<file path="src/rtl/bts_pkg.sv">
package bts_pkg;

  localparam int STS_W = 5;

  // status bit positions
  localparam int STS_MDPE = 0;
  localparam int STS_RTA  = 1;
  localparam int STS_RMA  = 2;
  localparam int STS_STA  = 3;
  localparam int STS_SSE  = 4;

  typedef enum logic [1:0] {
    TERM_OK  = 2'b00,
    TERM_MA  = 2'b01,
    TERM_TA  = 2'b10,
    TERM_RSV = 2'b11
  } term_t;

  // strobes from control to datapath
  typedef struct packed {
    logic             cplFire;
    logic             onesFill;
    logic             passData;
    logic             serrFire;
    term_t            cplCode;
    logic [STS_W-1:0] setBits;
  } ctrlStrobes_t;

endpackage

</file>
<file path="src/rtl/bts_ctrl.sv">
module bts_ctrl
  import bts_pkg::*;
(
  input  logic         cycDone,
  input  logic         cycPosted,
  input  logic         cycRead,
  input  logic [1:0]   termType,
  input  logic         dataParErr,
  input  logic         maMode,
  input  logic         serrEn,
  output ctrlStrobes_t strobes
);

  term_t termNorm;
  logic  isMa;
  logic  isTa;
  logic  postedSerr;

  always_comb begin
    unique case (termType)
      2'b01:   termNorm = TERM_MA;
      2'b10:   termNorm = TERM_TA;
      default: termNorm = TERM_OK;
    endcase
  end

  assign isMa = (termNorm == TERM_MA);
  assign isTa = (termNorm == TERM_TA);

  // posted writes: TA always escalates, MA only under mode bit; all gated by enable
  assign postedSerr = serrEn && (isTa || (isMa && maMode));

  always_comb begin
    strobes = '0;
    if (cycDone) begin
      strobes.setBits[STS_MDPE] = dataParErr;
      strobes.setBits[STS_RMA]  = isMa;
      strobes.setBits[STS_RTA]  = isTa;
      if (!cycPosted) begin
        strobes.cplFire           = 1'b1;
        strobes.cplCode           = termNorm;
        strobes.onesFill          = cycRead && (isMa || isTa);
        strobes.passData          = cycRead && !(isMa || isTa);
        strobes.setBits[STS_STA]  = isTa;
      end else begin
        strobes.serrFire          = postedSerr;
        strobes.setBits[STS_SSE]  = postedSerr;
      end
    end
  end

endmodule

</file>
<file path="src/rtl/bts_datapath.sv">
module bts_datapath
  import bts_pkg::*;
#(
  parameter int DATA_W = 32
) (
  input  logic              clk,
  input  logic              rstN,
  input  ctrlStrobes_t      strobes,
  input  logic [DATA_W-1:0] rdData,
  input  logic              stsClrEn,
  input  logic [STS_W-1:0]  stsClrMask,
  output logic              cplValid,
  output logic [1:0]        cplStatus,
  output logic [DATA_W-1:0] cplData,
  output logic              serrReq,
  output logic [STS_W-1:0]  statusBits
);

  logic [STS_W-1:0]  clrVec;
  logic [DATA_W-1:0] dataNext;

  assign clrVec = stsClrEn ? stsClrMask : '0;

  always_comb begin
    if (strobes.onesFill)      dataNext = '1;
    else if (strobes.passData) dataNext = rdData;
    else                       dataNext = '0;
  end

  always_ff @(posedge clk) begin
    if (!rstN) begin
      cplValid  <= 1'b0;
      cplStatus <= 2'b00;
      cplData   <= '0;
      serrReq   <= 1'b0;
    end else begin
      cplValid  <= strobes.cplFire;
      cplStatus <= strobes.cplFire ? strobes.cplCode : 2'b00;
      cplData   <= strobes.cplFire ? dataNext : '0;
      serrReq   <= strobes.serrFire;
    end
  end

  // one sticky cell per bit; set has priority over clear
  for (genvar i = 0; i < STS_W; i++) begin : g_sts
    always_ff @(posedge clk) begin
      if (!rstN)                   statusBits[i] <= 1'b0;
      else if (strobes.setBits[i]) statusBits[i] <= 1'b1;
      else if (clrVec[i])          statusBits[i] <= 1'b0;
    end
  end

endmodule

</file>
<file path="src/rtl/bridge_term_status.sv">
module bridge_term_status
  import bts_pkg::*;
#(
  parameter int DATA_W = 32
) (
  input  logic              clk,
  input  logic              rstN,
  input  logic              cycDone,
  input  logic              cycPosted,
  input  logic              cycRead,
  input  logic [1:0]        termType,
  input  logic              dataParErr,
  input  logic              maMode,
  input  logic              serrEn,
  input  logic [DATA_W-1:0] rdData,
  input  logic              stsClrEn,
  input  logic [4:0]        stsClrMask,
  output logic              cplValid,
  output logic [1:0]        cplStatus,
  output logic [DATA_W-1:0] cplData,
  output logic              serrReq,
  output logic [4:0]        statusBits
);

  ctrlStrobes_t strobes;

  bts_ctrl u_ctrl (
    .cycDone    (cycDone),
    .cycPosted  (cycPosted),
    .cycRead    (cycRead),
    .termType   (termType),
    .dataParErr (dataParErr),
    .maMode     (maMode),
    .serrEn     (serrEn),
    .strobes    (strobes)
  );

  bts_datapath #(.DATA_W(DATA_W)) u_dp (
    .clk        (clk),
    .rstN       (rstN),
    .strobes    (strobes),
    .rdData     (rdData),
    .stsClrEn   (stsClrEn),
    .stsClrMask (stsClrMask),
    .cplValid   (cplValid),
    .cplStatus  (cplStatus),
    .cplData    (cplData),
    .serrReq    (serrReq),
    .statusBits (statusBits)
  );

endmodule

</file>
<file path="config.mk">
export PLATFORM = sky130hd
export DESIGN_NAME = bridge_term_status
export DESIGN_NICKNAME = d
export VERILOG_FILES = /design/src/rtl/bts_pkg.sv /design/src/rtl/bts_ctrl.sv /design/src/rtl/bts_datapath.sv /design/src/rtl/bridge_term_status.sv
export SDC_FILE = /design/constraint.sdc
export NUM_CORES = 1
export LEC_CHECK = 0
export BUFFER_PORTS_ARGS = -buffer_cell sky130_fd_sc_hd__buf_4
export CORE_MARGIN = 3
export CORE_UTILIZATION = 47
export CTS_BUF_LIST = sky130_fd_sc_hd__clkbuf_4
export CTS_CLUSTER_SIZE = 14
export DETAILED_ROUTE_END_ITERATION = 12
export GPL_TIMING_DRIVEN = 0
export HOLD_SLACK_MARGIN = 0.03
export PLACE_DENSITY = 0.95
export SLEW_MARGIN = 20
export SYNTH_ARGS = -nofsm -noshare
export SYNTH_HDL_FRONTEND = slang
export SYNTH_SLANG_ARGS = --single-unit
</file>
<file path="constraint.sdc">
create_clock -name clk -period 1.84 [get_ports clk]
set_input_delay 0.092 -clock clk [delete_from_list [all_inputs] [get_ports clk]]
set_output_delay 0.092 -clock clk [all_outputs]
set_load 0.005 [all_outputs]
</file>
==> summary.md <==
| Metric | Value |
|---|---|
| Status | finished clean |
| Synth-to-Final Area Change | 74.5% |
| Syn nets | 191 |
| Initial core utilization | 0.516 |
| Pwr dens | 630 nW/um^2 |
| CP Class | primary input to flop |
| Vias in the first global route | 1583 |
| 1st-pass router iterations | 4 |
| Post-layout instance area | 2590 um^2 |
| Final Power | 1630 uW |
| Fmax achieved | 985 MHz |
| Worst setup EP type | flop |
| Placer Congestion | 0.735 |
| Setup Viol. Count Final | 0 |
| Num rows | 19 |
| Mapped Avg Cell Area | 10.7 um^2 |
| Crit path time final | 1.02 ns |
| Initial antenna violation count | 0 |
| DPL Wire Length | 2.69 mm |
| Number of synthesized flops with an enable pin | 0 |
| Total CTS buffers | 5 |
| Maxcap violations | 0 |
| Distinct cell type count after synthesis | 17 |
| Synth top area share | 0.553 |
| Total grt overflow | 0 |
| Comb pwr share | 0.187 |
| Yosys Warn Count | 0 |
| Post-Layout Cell Count | 310 |
| Port Buffer Count | 88 |
| Filler cells | 122 |
| Die width | 62.2 um |
| Vias per cell | 4.71 |
| First-pass GRT wire length | 7.94 mm |
| Hold Buf Count CTS | 35 |
| Reg clk slew, reported paths | 0.11 ns |
| Core Box Area | 2880 um^2 |
| Yosys top cell by area | dfxtp_1 |
| Clk Latency, worst-skew pair | 0.33 ns |
| CP Max Fanout | 10 |
| Die height | 62.2 um |
| HP Class | primary input to flop |
| Crit start category | primary input |
| RSZ-0062 raised after global routing | false |
| Sequential share of the synthesized area | 0.553 |
| Clock sink total | 41 |
| Ys flop type | dfxtp_1 |
| ANT cells | 0 |
| Initial drt markers | 58 |
| Ranking of synthesized cells by area | dfxtp_1 (55%), a21oi_2 (18%), inv_1 (8.6%) |
| Largest net degree at the start of global routing | 12 |
| Required time of the critical path | 2.11 ns |
| Critical Path AT | 1.29 ns |
| Pleak | 0.00132 uW |
| Clock power frac | 0.250 |
| Final Core Density | 0.900 |
| Root Driver | clkbuf_4 |
| Resized cells post-CTS | 0 |
| Psw | 413 uW |
| CTS tree | yes |
| Number of nets in the layout | 321 |
| Post-route ant nets | 0 |
| GR Layer Usage met3 | 0.0973 |
| Routed WL | 4.89 mm |
| Die Area | 3870 um^2 |
| Ys async rst share | 0 |
| Slew @ Worst Pin | 0.281 ns |
| Pins Over Slew Limit | 0 |
| Total GRT Usage | 0.265 |
| Htree depth | 2 |
| Routed length per instance | 15.8 um |
| Clock skew | 0 ns |
| Layout cell share with drive strength beyond 1 | 0.500 |
| Final Cycle Share | 0.552 |
| Post-synthesis register bit count | 41 |
| Dpl cell area | 2200 um^2 |
| Clock buffer depth | 2 |
| Switch share | 0.253 |
| Cell Int Power | 1220 uW |
| Peak VDD IR | 0.597 mV |
| Final Hold Vio Count | 0 |
| # IOs | 89 |
| Placed Cells | 269 |
| Post-CTS Setup Inserts | 0 |
| Relative slew margins | 0.813 |
| Vias post-DR | 1459 |
| Drc violations | 0 |
| Synth Instances | 139 |
| Mapped cell area | 1480 um^2 |
| Final TNS setup | 0 ns |
| Routing usage on met2 | 0.522 |
| Sequential share of power | 0.563 |
| Met1 usage | 0.249 |
| Busiest grt layer | met2 |
-- cell families after synthesis --
family | after synthesis | synth area share
flops | 41 | 0.553
simple gates | 12 | 0.0573
compound gates | 42 | 0.237
fa+ha+maj | 4 | 0.0337
buf+inv | 40 | 0.119
-- flip-flops by register name (all words and copies together), names as in the netlist --
signal           flops
u_dp.serrReq         1
u_dp.cplValid        1
u_dp.cplStatus       2
u_dp.statusBits      5
u_dp.cplData        32
-- metal layers --
metal,up-vias,wire length (um)
met5,-,0
met1,683,1750
met3,11,394
met4,0,79
met2,75,2660
li1,690,-
-- cell usage after synthesis, types with 2 or more instances --
| master | number |
|---|---|
| and3b_1 | 2 |
| inv_1 | 34 |
| ha_1 | 4 |
| a21boi_0 | 4 |
| nand2_1 | 4 |
| buf_6 | 3 |
| a21bo_2 | 3 |
| dfxtp_1 | 41 |
| a21oi_2 | 30 |
| and2_1 | 3 |
| buf_2 | 3 |
| a21oi_1 | 3 |
-- power by group through the flow --
| stage | Combinational (uW) | Clock, uW | Sequential (uW) |
|---|---|---|---|
| 2_1_floorplan | 92.0 | 0 | 941 |
| 3_5_place_dp | 232 | 0 | 939 |
| 4_1_cts | 293 | 403 | 918 |
| 3_3_place_gp | 227 | 0 | 937 |
| 5_1_grt | 326 | 446 | 922 |
| 6_report | 304 | 408 | 919 |
-- stage by stage --
stage | worst slack (ns) | hold slack [ns]
final | 0.824 | 0.0369
after global routing | 0.787 | 0.0386
after CTS | 0.877 | 0.0302
after detailed placement | 0.694 | 0.352
after global placement | 0.723 | 0.343
after floorplan | 0.954 | 0.210
-- cell type report --
type	count	area, um^2	area share
Sequential cell	41	821	0.317
Inverter	34	128	0.0493
Timing Repair Buffer	123	1010	0.390
Multi-Input combinational cell	58	487	0.188
Clock inverter	1	5.00	0.00193
Tap cell	42	52.6	0.0203
Buffer	6	48.8	0.0188
Clock buffer	5	37.5	0.0145
-- placed cells by master, fill, tap and decap left out, drive strengths merged, types with 2 or more instances in the layout --
| master | synthesis | final |
|---|---|---|
| a21bo | 3 | 3 |
| and2 | 3 | 3 |
| a21oi | 33 | 33 |
| dlygate4sd3 | 0 | 35 |
| and3b | 2 | 2 |
| a21boi | 4 | 4 |
| clkbuf | 0 | 5 |
| dfxtp | 41 | 41 |
| inv | 34 | 34 |
| ha | 4 | 4 |
| buf | 6 | 94 |
| nand2 | 4 | 4 |
-- path summary, 6_finish.rpt --
path / cells after the start / slack (ns) / end / startpoint
hold / removal: 3 / 0.04 / u_dp.statusBits[0]$_SDFFE_PN0P_ / stsClrMask[0]
setup / recovery: 5 / 0.82 / u_dp.cplData[6]$_SDFF_PN0_ / rstN
setup reg to reg: 2 / 1.03 / u_dp.statusBits[2]$_SDFFE_PN0P_ / u_dp.statusBits[2]$_SDFFE_PN0P_
hold reg to reg: 2 / 0.55 / u_dp.statusBits[4]$_SDFFE_PN0P_ / u_dp.statusBits[4]$_SDFFE_PN0P_
-- worst max-delay path, cell delays in order --
cell,delay (ns)
dlygate4sd3_1,0.53
buf_4,0.17
nand4b_4,0.17
buf_6,0.20
a21oi_2,0.13
No activity file was read; power rests on OpenSTA's default activity.
